**config.mk**
```make
export PLATFORM = sky130hd
export DESIGN_NAME = pll_lock_detect
export DESIGN_NICKNAME = d
export VERILOG_FILES = /design/src/rtl/pll_ld_pkg.sv /design/src/rtl/pll_phase_meter.sv /design/src/rtl/pll_window_judge.sv /design/src/rtl/pll_lock_fsm.sv /design/src/rtl/pll_lock_detect.sv
export SDC_FILE = /design/constraint.sdc
export NUM_CORES = 1
export LEC_CHECK = 0
export ABC_AREA = 1
export CAP_MARGIN = 20
export CORE_AREA = 2 2 92 94
export CTS_BUF_LIST = sky130_fd_sc_hd__clkbuf_4
export DETAILED_ROUTE_END_ITERATION = 6
export DIE_AREA = 0 0 94 96
export PLACE_DENSITY = 0.5
export RECOVER_POWER = 50
export SETUP_SLACK_MARGIN = 0.2
export SLEW_MARGIN = 20
export SYNTH_ARGS = -nofsm -noshare
export SYNTH_HDL_FRONTEND = slang
export SYNTH_SLANG_ARGS = --single-unit
```
**constraint.sdc**
```tcl
create_clock -name clk -period 4.15 [get_ports clk]
set_clock_uncertainty 0.05 [all_clocks]
set_input_delay 0.83 -clock clk [delete_from_list [all_inputs] [get_ports clk]]
set_output_delay 0.83 -clock clk [all_outputs]
set_load 0.01 [all_outputs]
```
**src/rtl/pll_ld_pkg.sv**
```systemverilog
`timescale 1ns/1ps
package pll_ld_pkg;

  typedef enum logic {
    MS_IDLE = 1'b0,
    MS_OPEN = 1'b1
  } meas_state_e;

  // error within the narrow window
  function automatic logic err_in_window(input logic [31:0] err, input logic [31:0] win);
    return err <= win;
  endfunction

  // error past the wide threshold
  function automatic logic err_past_limit(input logic [31:0] err, input logic [31:0] thr);
    return err > thr;
  endfunction

  // run length that declares lock; zero behaves as one
  function automatic logic [31:0] run_goal(input logic [31:0] req);
    return (req == 0) ? 32'd1 : req;
  endfunction

endpackage

```
**src/rtl/pll_phase_meter.sv**
```systemverilog
`timescale 1ns/1ps
module pll_phase_meter
  import pll_ld_pkg::*;
#(
  parameter int ERR_W = 8
) (
  input  logic             clk,
  input  logic             rst,
  input  logic             ref_pulse,
  input  logic             fb_pulse,
  input  logic [ERR_W-1:0] unlock_thr,
  output logic             meas_valid,
  output logic [ERR_W-1:0] meas_err
);

  localparam logic [ERR_W-1:0] CNT_MAX = {ERR_W{1'b1}};

  meas_state_e      state_q;
  logic             lead_ref_q;
  logic [ERR_W-1:0] span_q;

  // named events for checking
  logic             both_now;
  logic             trail_hit;
  logic             timed_out;
  logic             done;
  logic [ERR_W-1:0] err_n;

  assign both_now  = (state_q == MS_IDLE) && ref_pulse && fb_pulse;
  assign trail_hit = (state_q == MS_OPEN) && (lead_ref_q ? fb_pulse : ref_pulse);
  assign timed_out = (state_q == MS_OPEN) && !trail_hit &&
                     err_past_limit(32'(span_q), 32'(unlock_thr));
  assign done      = both_now || trail_hit || timed_out;

  always_comb begin
    err_n = '0;
    if (trail_hit || timed_out) err_n = span_q;
  end

  always_ff @(posedge clk) begin
    if (rst) begin
      state_q    <= MS_IDLE;
      lead_ref_q <= 1'b0;
      span_q     <= '0;
      meas_valid <= 1'b0;
      meas_err   <= '0;
    end else begin
      meas_valid <= done;
      if (done) meas_err <= err_n;
      unique case (state_q)
        MS_IDLE: begin
          if (ref_pulse ^ fb_pulse) begin
            state_q    <= MS_OPEN;
            lead_ref_q <= ref_pulse;
            span_q     <= {{(ERR_W-1){1'b0}}, 1'b1};
          end
        end
        MS_OPEN: begin
          if (done) begin
            state_q <= MS_IDLE;
            span_q  <= '0;
          end else if (span_q != CNT_MAX) begin
            span_q <= span_q + 1'b1;
          end
        end
        default: state_q <= MS_IDLE;
      endcase
    end
  end


  zero_err_chk: assert property (@(posedge clk) disable iff (rst)
    both_now |=> (meas_valid && meas_err == '0));


  timeout_err_chk: assert property (@(posedge clk) disable iff (rst)
    timed_out |=> (meas_valid && meas_err == ERR_W'($past(unlock_thr) + 1'b1)));


  lead_repeat_chk: assert property (@(posedge clk) disable iff (rst)
    (state_q == MS_OPEN && !done) |=> (state_q == MS_OPEN || $past(span_q) == CNT_MAX
                                       || span_q == $past(span_q) + 1'b1));


  strobe_src_chk: assert property (@(posedge clk) disable iff (rst)
    meas_valid |-> $past(state_q == MS_OPEN || (ref_pulse && fb_pulse)));

endmodule

```
**src/rtl/pll_window_judge.sv**
```systemverilog
`timescale 1ns/1ps
module pll_window_judge
  import pll_ld_pkg::*;
#(
  parameter int ERR_W = 8
) (
  input  logic [ERR_W-1:0] meas_err,
  input  logic [ERR_W-1:0] lock_win,
  input  logic [ERR_W-1:0] unlock_thr,
  output logic             in_win,
  output logic             past_thr
);

  assign in_win   = err_in_window(32'(meas_err), 32'(lock_win));
  assign past_thr = err_past_limit(32'(meas_err), 32'(unlock_thr));

endmodule

```
**src/rtl/pll_lock_fsm.sv**
```systemverilog
`timescale 1ns/1ps
module pll_lock_fsm
  import pll_ld_pkg::*;
#(
  parameter int CNT_W = 4
) (
  input  logic             clk,
  input  logic             rst,
  input  logic             meas_valid,
  input  logic             in_win,
  input  logic             past_thr,
  input  logic [CNT_W-1:0] lock_cnt,
  output logic             locked
);

  logic [CNT_W:0] run_q;
  logic [CNT_W:0] run_next;
  logic [CNT_W:0] goal;
  logic           good_res;
  logic           bad_res;
  logic           drop_res;

  assign goal     = (CNT_W+1)'(run_goal(32'(lock_cnt)));
  assign run_next = run_q + 1'b1;
  assign good_res = !locked && meas_valid && in_win;
  assign bad_res  = !locked && meas_valid && !in_win;
  assign drop_res = locked && meas_valid && past_thr;

  always_ff @(posedge clk) begin
    if (rst) begin
      locked <= 1'b0;
      run_q  <= '0;
    end else if (good_res) begin
      if (run_next >= goal) begin
        locked <= 1'b1;
        run_q  <= '0;
      end else begin
        run_q <= run_next;
      end
    end else if (bad_res) begin
      run_q <= '0;
    end else if (drop_res) begin
      locked <= 1'b0;
      run_q  <= '0;
    end
  end


  rise_cause_chk: assert property (@(posedge clk) disable iff (rst)
    $rose(locked) |-> $past(meas_valid && in_win));


  fall_cause_chk: assert property (@(posedge clk) disable iff (rst)
    $fell(locked) |-> $past(meas_valid && past_thr));


  hold_lock_chk: assert property (@(posedge clk) disable iff (rst)
    (locked && !(meas_valid && past_thr)) |=> locked);


  run_clear_chk: assert property (@(posedge clk) disable iff (rst)
    bad_res |=> (run_q == '0 && !locked));


  reset_clear_chk: assert property (@(posedge clk)
    rst |=> !locked);

endmodule

```
**src/rtl/pll_lock_detect.sv**
```systemverilog
`timescale 1ns/1ps
module pll_lock_detect #(
  parameter int ERR_W = 8,
  parameter int CNT_W = 4
) (
  input  logic             clk,
  input  logic             rst,
  input  logic             ref_pulse,
  input  logic             fb_pulse,
  input  logic [ERR_W-1:0] lock_win,
  input  logic [ERR_W-1:0] unlock_thr,
  input  logic [CNT_W-1:0] lock_cnt,
  output logic             locked,
  output logic             meas_valid,
  output logic [ERR_W-1:0] meas_err
);

  logic in_win;
  logic past_thr;

  pll_phase_meter #(.ERR_W(ERR_W)) u_meter (
    .clk        (clk),
    .rst        (rst),
    .ref_pulse  (ref_pulse),
    .fb_pulse   (fb_pulse),
    .unlock_thr (unlock_thr),
    .meas_valid (meas_valid),
    .meas_err   (meas_err)
  );

  pll_window_judge #(.ERR_W(ERR_W)) u_judge (
    .meas_err   (meas_err),
    .lock_win   (lock_win),
    .unlock_thr (unlock_thr),
    .in_win     (in_win),
    .past_thr   (past_thr)
  );

  pll_lock_fsm #(.CNT_W(CNT_W)) u_fsm (
    .clk        (clk),
    .rst        (rst),
    .meas_valid (meas_valid),
    .in_win     (in_win),
    .past_thr   (past_thr),
    .lock_cnt   (lock_cnt),
    .locked     (locked)
  );


  strobe_pulse_chk: assert property (@(posedge clk) disable iff (rst)
    (meas_valid && !$past(ref_pulse || fb_pulse)) |=> !meas_valid);

endmodule

```
==> summary.md <==
| Metric | Value |
|---|---|
| Status | `completed` |
| Synthesized area divided by synthesized cell count | `6.82 um2` |
| Number of maximum-capacitance violations | `0` |
| Setup repair after global routing missed its margin | `no` |
| Boundary pin count | `34` |
| Dominant register cell in the synthesized netlist | `sky130_fd_sc_hd__dfxtp_1` |
| Y dimension of the die | `96 um` |
| Setup TNS Final | `0 ps` |
| Worst reg-to-reg path cell count | `8` |
| Count of inserted antenna diode cells | `0` |
| Hold depth | `2` |
| Area of the die | `between 9000 and 10000 um2` |
| GRT Util Overall | `0.107` |
| Via count | `~1800` |
| Count of distinct cell types in the synthesized netlist | `30` |
| Fraction of final layout cells with drive strength greater than 1 | `0.0467` |
| Count of input and output buffers | `33` |
| Antenna viol nets, final | `0` |
| Crit Path Category | `primary input to flip-flop` |
| Detailed-route vias per instance | `roughly 4.3` |
| Maximum resistive drop on vdd | `approximately 0.10 mV` |
| Final Max Slew Viols | `0` |
| Average detailed-routed wire length per instance | `10.8 um` |
| DRC Markers | `0` |
| Portion of synthesized cell area occupied by the leading cell type | `0.254` |
| Detailed Place HPWL | `3670 um` |
| Global-route wire length before repair | `approximately 7800 um` |
| Fmax | `approximately 380 MHz` |
| Clock transition at the registers of the reported paths | `about 150 ps` |
| Buffer type at the clock tree root | `sky130_fd_sc_hd__clkbuf_4` |
| Largest net degree at the start of global routing | `19` |
| Number of buffers inserted to repair setup after CTS | `0` |
| Path type of the worst min-delay path | `flip-flop to flip-flop` |
| Die Width | `around 94 um` |
| Post-layout minimum cycle time | `approximately 2600 ps` |
| FF-to-FF setup slack | `2140 ps` |
| Area of the core | `between 8000 and 9000 um2` |
| Initial antenna violation count | `0` |
| GP Congestion | `~0.77` |
| Number of gates resized after CTS | `0` |
| Endpoint of the worst-slack reg-to-reg timing path | `u_meter.meas_err[4]` |
| Vias in the first global route | `roughly 1700` |
| Share of synthesized area occupied by flip-flops and latches | `0.254` |
| Final setup vio count | `0` |
| Count of flip-flops with a built-in enable after synthesis | `0` |
| Leading cell type by number of instances after synthesis | `sky130_fd_sc_hd__nand2_1` |
| Final period util | `0.638` |
| Tightest Pin Transition | `around 730 ps` |
| Final number of hold-violating endpoints | `0` |
| Standard-cell rows | `33` |
| Final instance count without filler cells | `between 400 and 500` |
| Syn-to-layout area delta | `22.4%` |
| Effective utilization at floorplan | `0.245` |
| 1st-pass router iterations | `4` |
| Number of warnings reported in the yosys synthesis log | `0` |
| Total global routing overflow | `0` |
| WP data arrival | `roughly 2900 ps` |
| Number of clock sinks | `25` |
| CP Max Fanout | `8` |
| TritonCTS clock tree | `built` |
| Hold WS | `436 ps` |
| Number of buffers added to fix hold violations after cts | `0` |
| Max_slew headroom | `0.513` |
| Fraction of registers with async set or reset after synthesis | `0` |
| Cell area after synthesis | `about 2000 um2` |
| Hold path endpoint | `u_meter.lead_ref_q` |
| Power density over the cells | `233 nW/um2` |
| LEAKAGE | `between 1 and 1.5 nW` |
| Element type at the critical path start | `primary input` |
| Number of buffers created by CTS | `3` |
| Final layout net count | `376` |
| Total nets after synthesis | `343` |
| Worst reg2reg startpoint | `u_meter.span_q[3]` |
| Kind of end point of the critical path | `flip-flop` |
| Worst path required time | `about 4400 ps` |
| Htree depth | `1` |
| Post-synth top area cell | `sky130_fd_sc_hd__dfxtp_1` |
| Post-placement cell count | `around 420` |
| Routed Wire Length | `4590 um` |
| Flops & latches, synth | `25` |
| Synth top cells by count | `62 x sky130_fd_sc_hd__nand2_1, 45 x sky130_fd_sc_hd__inv_1, 31 x sky130_fd_sc_hd__a21oi_1, 31 x sky130_fd_sc_hd__nor2_1, 30 x sky130_fd_sc_hd__ha_1` |
| Clk buf depth | `2` |
| Number of DRC violations after detailed-routing iteration 0 | `82` |
| Synth top area cells | `sky130_fd_sc_hd__dfxtp_1 25%, sky130_fd_sc_hd__ha_1 19%, sky130_fd_sc_hd__nand2_1 12%` |
| Syn Inst Count | `between 200 and 300` |
| Clock Latency Late Sink | `around 320 ps` |
| Source of the worst hold timing path | `u_meter.lead_ref_q` |
==> cells in the final DEF (no fill, tap or decap) <==
cell type,synthesis,routed
sky130_fd_sc_hd__clkbuf_4,0,3
sky130_fd_sc_hd__clkdlybuf4s50_1,0,19
sky130_fd_sc_hd__nand2_2,2,1
sky130_fd_sc_hd__and2_4,1,1
sky130_fd_sc_hd__a21oi_1,31,31
sky130_fd_sc_hd__inv_1,45,45
sky130_fd_sc_hd__ha_1,30,30
sky130_fd_sc_hd__nand3_1,23,23
sky130_fd_sc_hd__a31oi_1,1,1
sky130_fd_sc_hd__clkinv_1,2,2
sky130_fd_sc_hd__a21boi_0,1,1
sky130_fd_sc_hd__a21o_1,3,3
sky130_fd_sc_hd__a31o_2,1,1
sky130_fd_sc_hd__nand4_1,3,3
sky130_fd_sc_hd__a21oi_2,3,3
sky130_fd_sc_hd__nor3_1,1,1
sky130_fd_sc_hd__dlygate4sd3_1,0,14
sky130_fd_sc_hd__nor2_1,31,31
sky130_fd_sc_hd__dfxtp_1,25,25
sky130_fd_sc_hd__nand2_1,62,63
sky130_fd_sc_hd__clkinv_2,0,1
sky130_fd_sc_hd__or2_2,1,1
sky130_fd_sc_hd__nand3_2,1,1
sky130_fd_sc_hd__xnor2_1,2,2
sky130_fd_sc_hd__o21ai_1,1,1
sky130_fd_sc_hd__nor2_2,1,1
sky130_fd_sc_hd__xor2_1,4,4
sky130_fd_sc_hd__o21ai_0,7,7
sky130_fd_sc_hd__nand4_2,1,1
sky130_fd_sc_hd__nand2_4,1,1
==> metrics by stage <==
stage	instance area, um2	setup WS, ps	utilization	power, mW
detailed placement	2390	1270	0.297	0.454
global placement	2390	1260	0.297	0.451
CTS	2420	1610	0.300	0.572
floorplan	1970	1970	-	0.398
global route	2410	1230	0.300	0.608
finish	2410	1500	0.300	0.562
==> flip-flops by register name, summed over array words and instances, names as in the netlist <==
register	flops
u_fsm.locked	1
u_meter.state_q	1
u_fsm.run_q	5
u_meter.meas_valid	1
u_meter.span_q	8
u_meter.meas_err	8
u_meter.lead_ref_q	1
==> cell type report <==
class / count / area, um2
Tap cell: 105 / 131
Clock buffer: 3 / 22.5
Timing Repair Buffer: 33 / 330
Inverter: 47 / 176
Sequential cell: 25 / 500
Fill cell: 896 / 5640
Multi-Input combinational cell: 212 / 1250
Clock inverter: 1 / 5.00
==> metal layers <==
| metal | GRT usage | routed length (um) | up-vias |
|---|---|---|---|
| met3 | 0.0188 | 157 | 2 |
| met2 | 0.182 | 2140 | 21 |
| met1 | 0.140 | 2260 | 823 |
| met5 | 0 | 0 | - |
| li1 | - | - | 998 |
| met4 | 0.0290 | 33 | 0 |
==> cells by family after synthesis <==
| family | share of synthesized area |
|---|---|
| simple gates | 0.282 |
| buf+inv | 0.112 |
| compound gates | 0.135 |
| fa+ha+maj | 0.190 |
| flops | 0.254 |
| xor+xnor | 0.0266 |
==> critical path, cell delays in order <==
cell and delay, ps:
sky130_fd_sc_hd__dlygate4sd3_1 540, sky130_fd_sc_hd__inv_1 70, sky130_fd_sc_hd__ha_1 290, sky130_fd_sc_hd__nand2_1 70, sky130_fd_sc_hd__inv_1 50, sky130_fd_sc_hd__nand2_1 40
sky130_fd_sc_hd__nand2_1 60, sky130_fd_sc_hd__nand2_1 50, sky130_fd_sc_hd__nand2_1 50, sky130_fd_sc_hd__nand2_1 140, sky130_fd_sc_hd__o21ai_1 350, sky130_fd_sc_hd__nand2_1 130
sky130_fd_sc_hd__a21oi_1 180
==> how the worst max path moves through the flow <==
stage | depth (start not counted) | startpoint | slack [ps] | end
finish | 13 | unlock_thr[3] | 1500 | u_meter.meas_err[4]
global route | 13 | unlock_thr[3] | 1230 | u_meter.meas_err[4]
detailed placement | 11 | unlock_thr[7] | 1270 | u_meter.meas_err[4]
global placement | 13 | unlock_thr[3] | 1260 | u_meter.meas_err[4]
floorplan | 13 | unlock_thr[5] | 1970 | u_meter.span_q[3]
CTS | 13 | unlock_thr[3] | 1610 | u_meter.meas_err[4]
==> where the power goes <==
part | total, mW | internal (mW) | switching, mW | leakage [nW]
clock | 0.118 | 0.0362 | 0.0817 | 0.0177
sequential | 0.277 | 0.255 | 0.0214 | 0.204
combinational | 0.167 | 0.0743 | 0.0927 | 0.959
(Power assumes the default switching activity.)
